File: config.mk
export PLATFORM = sky130hd
export DESIGN_NAME = adg_top
export DESIGN_NICKNAME = d
export VERILOG_FILES = /design/src/rtl/adg_pkg.sv /design/src/rtl/adg_ptr_file.sv /design/src/rtl/adg_addr_calc.sv /design/src/rtl/adg_top.sv
export SDC_FILE = /design/constraint.sdc
export NUM_CORES = 1
export LEC_CHECK = 0
export BUFFER_PORTS_ARGS = -buffer_cell sky130_fd_sc_hd__buf_4
export CAP_MARGIN = 20
export CORE_UTILIZATION = 55
export CTS_CLUSTER_DIAMETER = 60
export CTS_CLUSTER_SIZE = 12
export DETAILED_ROUTE_END_ITERATION = 8
export PLACE_DENSITY = 0.76
export SLEW_MARGIN = 30
export SYNTH_ARGS = -nofsm -noshare
export SYNTH_HDL_FRONTEND = slang
export SYNTH_SLANG_ARGS = --single-unit
export TNS_END_PERCENT = 30
File: constraint.sdc
create_clock -name clk -period 10.12 [get_ports clk]
set_input_delay 2.024 -clock clk [delete_from_list [all_inputs] [get_ports clk]]
set_output_delay 2.024 -clock clk [all_outputs]
set_load 0.02 [all_outputs]
File: src/rtl/adg_pkg.sv
// Shared definitions for the data address generator.
// Assumes mode codes are 3 bits wide; codes above AM_POSTINC are unused.
package adg_pkg;
    typedef enum logic [2:0] {
        AM_DIRECT  = 3'd0,
        AM_IND     = 3'd1,
        AM_DISP    = 3'd2,
        AM_PREDEC  = 3'd3,
        AM_POSTINC = 3'd4
    } amode_e;
endpackage

File: src/rtl/adg_ptr_file.sv
// Pointer storage: NUM_PTR pointers of ADDR_W bits, each mapped onto
// consecutive byte registers starting at REG_BASE (low byte first).
// Assumes ADDR_W is a multiple of 8. An access update to a pointer takes
// priority over a register-file byte write to the same pointer.
module adg_ptr_file #(
    parameter int ADDR_W   = 16,
    parameter int NUM_PTR  = 3,
    parameter int REG_BASE = 26,
    parameter int RNUM_W   = 5,
    parameter int SEL_W    = 2
) (
    input  logic                              clk,
    input  logic                              rst_n,
    input  logic                              rf_we,
    input  logic [RNUM_W-1:0]                 rf_num,
    input  logic [7:0]                        rf_wdata,
    input  logic                              upd_en,
    input  logic [SEL_W-1:0]                  upd_sel,
    input  logic [ADDR_W-1:0]                 upd_val,
    output logic [NUM_PTR-1:0][ADDR_W-1:0]    ptr_o
);
    localparam int BYTES = ADDR_W / 8;

    for (genvar p = 0; p < NUM_PTR; p++) begin : g_ptr
        logic hit_upd;
        assign hit_upd = upd_en && (upd_sel == SEL_W'(p));
        for (genvar b = 0; b < BYTES; b++) begin : g_byte
            localparam int REG_NUM = REG_BASE + p * BYTES + b;
            logic [7:0] byte_q;
            // Hold one pointer byte: access update first, else register write.
            always_ff @(posedge clk) begin
                if (!rst_n) begin
                    byte_q <= '0;
                end else if (hit_upd) begin
                    byte_q <= upd_val[b*8 +: 8];
                end else if (rf_we && (rf_num == RNUM_W'(REG_NUM))) begin
                    byte_q <= rf_wdata;
                end
            end
            assign ptr_o[p][b*8 +: 8] = byte_q;
        end
    end
endmodule

File: src/rtl/adg_addr_calc.sv
// Combinational effective-address and pointer-update calculation.
// Assumes the caller gates upd_en with its request strobe. Pointer codes at
// or above NUM_PTR are illegal in pointer modes; displacement needs a pointer
// index of at least DISP_MIN_SEL.
module adg_addr_calc
    import adg_pkg::*;
#(
    parameter int ADDR_W       = 16,
    parameter int DISP_W       = 6,
    parameter int NUM_PTR      = 3,
    parameter int SEL_W        = 2,
    parameter int DISP_MIN_SEL = 1
) (
    input  logic [2:0]                        mode,
    input  logic [SEL_W-1:0]                  sel,
    input  logic [DISP_W-1:0]                 disp,
    input  logic [ADDR_W-1:0]                 direct_addr,
    input  logic [NUM_PTR-1:0][ADDR_W-1:0]    ptr_i,
    output logic [ADDR_W-1:0]                 ea,
    output logic                              legal,
    output logic                              upd_en,
    output logic [ADDR_W-1:0]                 upd_val
);
    localparam logic [ADDR_W-1:0] ONE = ADDR_W'(1);

    logic              sel_ok;
    logic [ADDR_W-1:0] cur;
    logic [ADDR_W-1:0] disp_ext;

    assign sel_ok   = (int'(sel) < NUM_PTR);
    assign disp_ext = {{(ADDR_W-DISP_W){1'b0}}, disp};

    // Pick the selected pointer, zero when the code is out of range.
    always_comb begin
        cur = '0;
        for (int i = 0; i < NUM_PTR; i++) begin
            if (int'(sel) == i) cur = ptr_i[i];
        end
    end

    // Decode the mode into address, legality and writeback.
    always_comb begin
        ea      = '0;
        legal   = 1'b0;
        upd_en  = 1'b0;
        upd_val = cur;
        case (mode)
            AM_DIRECT: begin
                legal = 1'b1;
                ea    = direct_addr;
            end
            AM_IND: begin
                legal = sel_ok;
                ea    = cur;
            end
            AM_DISP: begin
                legal = sel_ok && (int'(sel) >= DISP_MIN_SEL);
                ea    = cur + disp_ext;
            end
            AM_PREDEC: begin
                legal   = sel_ok;
                ea      = cur - ONE;
                upd_en  = sel_ok;
                upd_val = cur - ONE;
            end
            AM_POSTINC: begin
                legal   = sel_ok;
                ea      = cur;
                upd_en  = sel_ok;
                upd_val = cur + ONE;
            end
            default: legal = 1'b0;
        endcase
    end
endmodule

File: src/rtl/adg_top.sv
// Data address generator top: keeps the X/Y/Z pointers, computes the
// effective address of each request and registers it with a valid and an
// illegal flag. A pointer change lands on the same edge as the address,
// so back-to-back requests see the new pointer.
module adg_top
    import adg_pkg::*;
#(
    parameter int ADDR_W       = 16,
    parameter int DISP_W       = 6,
    parameter int NUM_PTR      = 3,
    parameter int REG_BASE     = 26,
    parameter int RNUM_W       = 5,
    parameter int SEL_W        = 2,
    parameter int DISP_MIN_SEL = 1
) (
    input  logic              clk,
    input  logic              rst_n,
    input  logic              req_i,
    input  logic [2:0]        mode_i,
    input  logic [SEL_W-1:0]  ptr_sel_i,
    input  logic [DISP_W-1:0] disp_i,
    input  logic [ADDR_W-1:0] direct_addr_i,
    input  logic              rf_we_i,
    input  logic [RNUM_W-1:0] rf_num_i,
    input  logic [7:0]        rf_wdata_i,
    output logic [ADDR_W-1:0] addr_o,
    output logic              addr_vld_o,
    output logic              illegal_o
);
    logic [NUM_PTR-1:0][ADDR_W-1:0] ptrs;
    logic [ADDR_W-1:0]              ea;
    logic                           legal;
    logic                           calc_upd;
    logic [ADDR_W-1:0]              upd_val;

    adg_ptr_file #(
        .ADDR_W(ADDR_W), .NUM_PTR(NUM_PTR), .REG_BASE(REG_BASE),
        .RNUM_W(RNUM_W), .SEL_W(SEL_W)
    ) u_ptrs (
        .clk      (clk),
        .rst_n    (rst_n),
        .rf_we    (rf_we_i),
        .rf_num   (rf_num_i),
        .rf_wdata (rf_wdata_i),
        .upd_en   (req_i && calc_upd),
        .upd_sel  (ptr_sel_i),
        .upd_val  (upd_val),
        .ptr_o    (ptrs)
    );

    adg_addr_calc #(
        .ADDR_W(ADDR_W), .DISP_W(DISP_W), .NUM_PTR(NUM_PTR),
        .SEL_W(SEL_W), .DISP_MIN_SEL(DISP_MIN_SEL)
    ) u_calc (
        .mode        (mode_i),
        .sel         (ptr_sel_i),
        .disp        (disp_i),
        .direct_addr (direct_addr_i),
        .ptr_i       (ptrs),
        .ea          (ea),
        .legal       (legal),
        .upd_en      (calc_upd),
        .upd_val     (upd_val)
    );

    // Register the result of each request; hold the address otherwise.
    always_ff @(posedge clk) begin
        if (!rst_n) begin
            addr_o     <= '0;
            addr_vld_o <= 1'b0;
            illegal_o  <= 1'b0;
        end else begin
            addr_vld_o <= req_i && legal;
            illegal_o  <= req_i && !legal;
            if (req_i && legal) addr_o <= ea;
        end
    end

    // Monitor copy of the selected pointer, used only by the checks below.
    logic [ADDR_W-1:0] cur_mon;
    logic              sel_ok_mon;
    assign sel_ok_mon = (int'(ptr_sel_i) < NUM_PTR);
    always_comb begin
        cur_mon = '0;
        for (int i = 0; i < NUM_PTR; i++) begin
            if (int'(ptr_sel_i) == i) cur_mon = ptrs[i];
        end
    end

    a_r3_direct: assert property (@(posedge clk) disable iff (!rst_n)
        (req_i && mode_i == AM_DIRECT) |=>
        (addr_vld_o && addr_o == $past(direct_addr_i)));

    a_r4_indirect: assert property (@(posedge clk) disable iff (!rst_n)
        (req_i && mode_i == AM_IND && sel_ok_mon && !rf_we_i) |=>
        (addr_o == $past(cur_mon) && $stable(ptrs)));

    a_r6_predec: assert property (@(posedge clk) disable iff (!rst_n)
        (req_i && mode_i == AM_PREDEC && sel_ok_mon) |=>
        (addr_vld_o && addr_o == $past(cur_mon) - ADDR_W'(1)));

    a_r7_postinc: assert property (@(posedge clk) disable iff (!rst_n)
        (req_i && mode_i == AM_POSTINC && sel_ok_mon) |=>
        (addr_vld_o && addr_o == $past(cur_mon)));

    a_r8_disp_x: assert property (@(posedge clk) disable iff (!rst_n)
        (req_i && mode_i == AM_DISP && ptr_sel_i == '0 && !rf_we_i) |=>
        (illegal_o && !addr_vld_o && $stable(ptrs) && $stable(addr_o)));

    a_r11_idle: assert property (@(posedge clk) disable iff (!rst_n)
        !req_i |=> (!addr_vld_o && !illegal_o && $stable(addr_o)));
endmodule

==> reports/qor.csv <==
stage,metric,value,unit
outcome,status,finished clean,
timing,Final Hold Viols,0,
cells_and_area,P&R area growth vs syn,13.9,%
yosys,Post-synth EDFFs,0,
global_route,final global-route overflow total,0,
yosys,number of synthesis warnings,0,
critical_path,Worst R2R Path Depth,9,
routing,ANT nets after route,0,
die,num rows,34,
routing,DRC errors left,0,
yosys,post-synthesis average cell area,8.29,µm²
cells_and_area,fin area,0.00586,mm²
yosys,"Distinct cells, synth",76,
placed_design,Detail Placement HPWL,10600,µm
run,total of max-cap violations,0,
yosys,post-synthesis cell count,620,
placed_design,Placement Cell Area,0.00559,mm²
cells_and_area,most frequent cells in the layout,"buf_4, nand2_1, dfxtp_1",
global_route,vias in the first global route,4788,
critical_path,Worst Path Arrival,5.50,ns
routing,first drt pass iteration count,6,
clock_tree,clk root buf,clkbuf_8,
cells_and_area,post-layout net count,712,
timing,Final Setup Violations,0,
die,Core Region,0.00889,mm²
die,I/O Pins,62,
die,DIE WIDTH,98.7,µm
clock_tree,setup bufs post-CTS,0,
routing,Detailed Route WL,15500,µm
power_and_ir_drop,VDD IR max,0.0961,mV
yosys,post-synthesis sequential area ratio,0.257,
clock_tree,clk_lat worst skew,0.36,ns
routing,Iter 0 DRT Violations,386,
placed_design,Port Buffers,61,
min_path,Hold Startpoint,addr_o[1]$_SDFFE_PN0P_,
timing,Slew HR,0.379,
timing,final worst-path cycle share,0.522,
timing,Slew @ Worst Pin,0.908,ns
min_path,hold path cells,1,
cells_and_area,layout cell share with drive strength beyond 1,0.198,
yosys,Post-Syn Nets,676,
min_path,hold path endpoint,addr_o[1]$_SDFFE_PN0P_,
critical_path,Critical R2R Capture,addr_o[6]$_SDFFE_PN0P_,
critical_path,WS Path Type,in -> reg,
yosys,Main synth FF type,dfxtp_1,
global_route,initial antenna violation count,0,
clock_tree,hold buffers post-CTS,0,
timing,Max Freq,189,MHz
min_path,Hold Path Class,reg -> reg,
timing,max-slew violations,0,
critical_path,R2R Setup Slk,7.11,ns
yosys,"FFs w/ async S/R, synth",0,
die,Die H,98.7,µm
clock_tree,CTS tree,yes,
critical_path,worst-path fanout max,18,
global_route,first-pass GRT wire length,24200,µm
routing,via count,5230,
cells_and_area,"most common cell after layout, fill and taps aside",buf_4,
critical_path,endpoint class of the critical path,flop,
clock_tree,Worst-path clk slew,0.08,ns
power_and_ir_drop,power per cell area,125,mW/mm²
critical_path,reg2reg start,u_ptrs.g_ptr[0].g_byte[0].byte_q[5]$_SDFFE_PN0P_,
global_route,largest net degree at the start of global routing,69,
power_and_ir_drop,Static Leak,0.00267,µW
yosys,register bit total from synthesis,66,
clock_tree,H-Tree Level Count,3,
yosys,cell area after synthesis,0.00514,mm²
clock_tree,Num CTS Buffers,9,
critical_path,CP startpoint kind,primary input,
clock_tree,CTS max path bufs,2,
timing,Setup Skew,0.0103,ns
critical_path,Worst Path Required,10.34,ns
die,initial core utilization,0.578,
die,DIE AREA,0.00974,mm²
cells_and_area,antenna cells,0,
global_route,total track usage,0.315,
timing,RSZ-0062 raised after global routing,no,
timing,Fin Setup TNS,0,ns
routing,vias per inst,6.80,
clock_tree,"Gates resized, CTS repair",0,
timing,Tmin final,5.28,ns
routing,average wire per standard cell,20.1,µm
clock_tree,Clock Sinks,66,
placed_design,gpl congestion,0.994,
[stage by stage]
step	std cells	total power, µW	utilization	hold WS, ns	setup WS (ns)
2_1_floorplan	620	394	-	0.516	5.31
3_3_place_gp	753	442	0.627	0.485	4.46
3_5_place_dp	753	446	0.628	0.490	4.38
4_1_cts	769	729	0.657	0.512	4.75
5_1_grt	769	757	0.659	0.534	4.63
6_report	769	734	0.659	0.517	4.84
[worst max-delay path by stage]
stage	startpoint	to	slack, ns
global placement	ptr_sel_i[1]	addr_o[10]$_SDFFE_PN0P_	4.46
floorplan	ptr_sel_i[1]	addr_o[10]$_SDFFE_PN0P_	5.31
detailed placement	ptr_sel_i[1]	addr_o[6]$_SDFFE_PN0P_	4.38
global route	ptr_sel_i[0]	addr_o[6]$_SDFFE_PN0P_	4.63
CTS	ptr_sel_i[1]	addr_o[6]$_SDFFE_PN0P_	4.75
finish	ptr_sel_i[0]	addr_o[6]$_SDFFE_PN0P_	4.84
[critical path: stages]
cell and delay (ns):
buf_4 0.12, inv_1 0.07, ha_1 0.68, nand3b_1 0.16, a2bb2oi_1 0.18, buf_4 0.23, ha_1 0.31, a2111oi_0 0.83
a21oi_1 0.38, xnor2_1 0.22, a21oi_1 0.19, a21oi_1 0.09
[metal layers]
layer  share of wire  up-vias  GRT usage
met5               0        -          0
met4           0.025        0      0.129
met3           0.083       39     0.0582
met2            0.48      285      0.527
met1            0.41     2507      0.400
li1                -     2399          -
[Yosys cell counts (5+ instances only)]
| cell type | number | area [µm²] |
|---|---|---|
| a211oi_1 | 8 | 60.1 |
| a21oi_1 | 37 | 185 |
| a221oi_1 | 5 | 43.8 |
| a22oi_1 | 14 | 105 |
| a2bb2oi_1 | 6 | 52.6 |
| a31oi_1 | 15 | 93.8 |
| and2_1 | 6 | 37.5 |
| and3_1 | 7 | 43.8 |
| buf_2 | 10 | 50.1 |
| buf_6 | 5 | 56.3 |
| clkbuf_1 | 25 | 93.8 |
| dfxtp_1 | 66 | 1320 |
| ha_1 | 12 | 150 |
| inv_1 | 9 | 33.8 |
| mux2_2 | 8 | 90.1 |
| mux2i_1 | 43 | 430 |
| nand2_1 | 73 | 274 |
| nand3_1 | 8 | 40.0 |
| nand3b_1 | 19 | 143 |
| nand4_1 | 6 | 37.5 |
| nor2_1 | 30 | 113 |
| nor2b_1 | 5 | 31.3 |
| nor3_1 | 7 | 35.0 |
| o211a_1 | 37 | 370 |
| o21ai_0 | 37 | 185 |
| o22ai_1 | 5 | 31.3 |
| xnor2_1 | 20 | 175 |
| xor2_1 | 11 | 96.3 |
[layout make-up]
cell class                 instances  area (µm²)
clock buffer                      10         138
tap                              108         135
sequential                        66        1320
timing repair buffer              71         533
clock inverter                     6         113
inverter                          12        45.0
multi-input combinational        496        3570
fill                             761        3040
[sequential cells by signal, summed over array words and instances (netlist names)]
| register | count |
|---|---|
| illegal_o | 1 |
| u_ptrs.g_ptr.g_byte.byte_q | 48 |
| addr_vld_o | 1 |
| addr_o | 16 |
[cells by family after synthesis]
family / share of synthesized area
AO/OA/AOI/OAI: 0.300
AND/OR/NAND/NOR: 0.206
flip-flops: 0.257
buffers and inverters: 0.0536
multiplexers: 0.101
XOR/XNOR: 0.0528
adder cells (fa/ha/maj): 0.0292
[report_power, final]
part           internal (µW)  switching, µW
sequential               270           5.21
clock                    171            117
combinational           67.1            104
total                    508            225
Power figures use the tool's default switching activity.
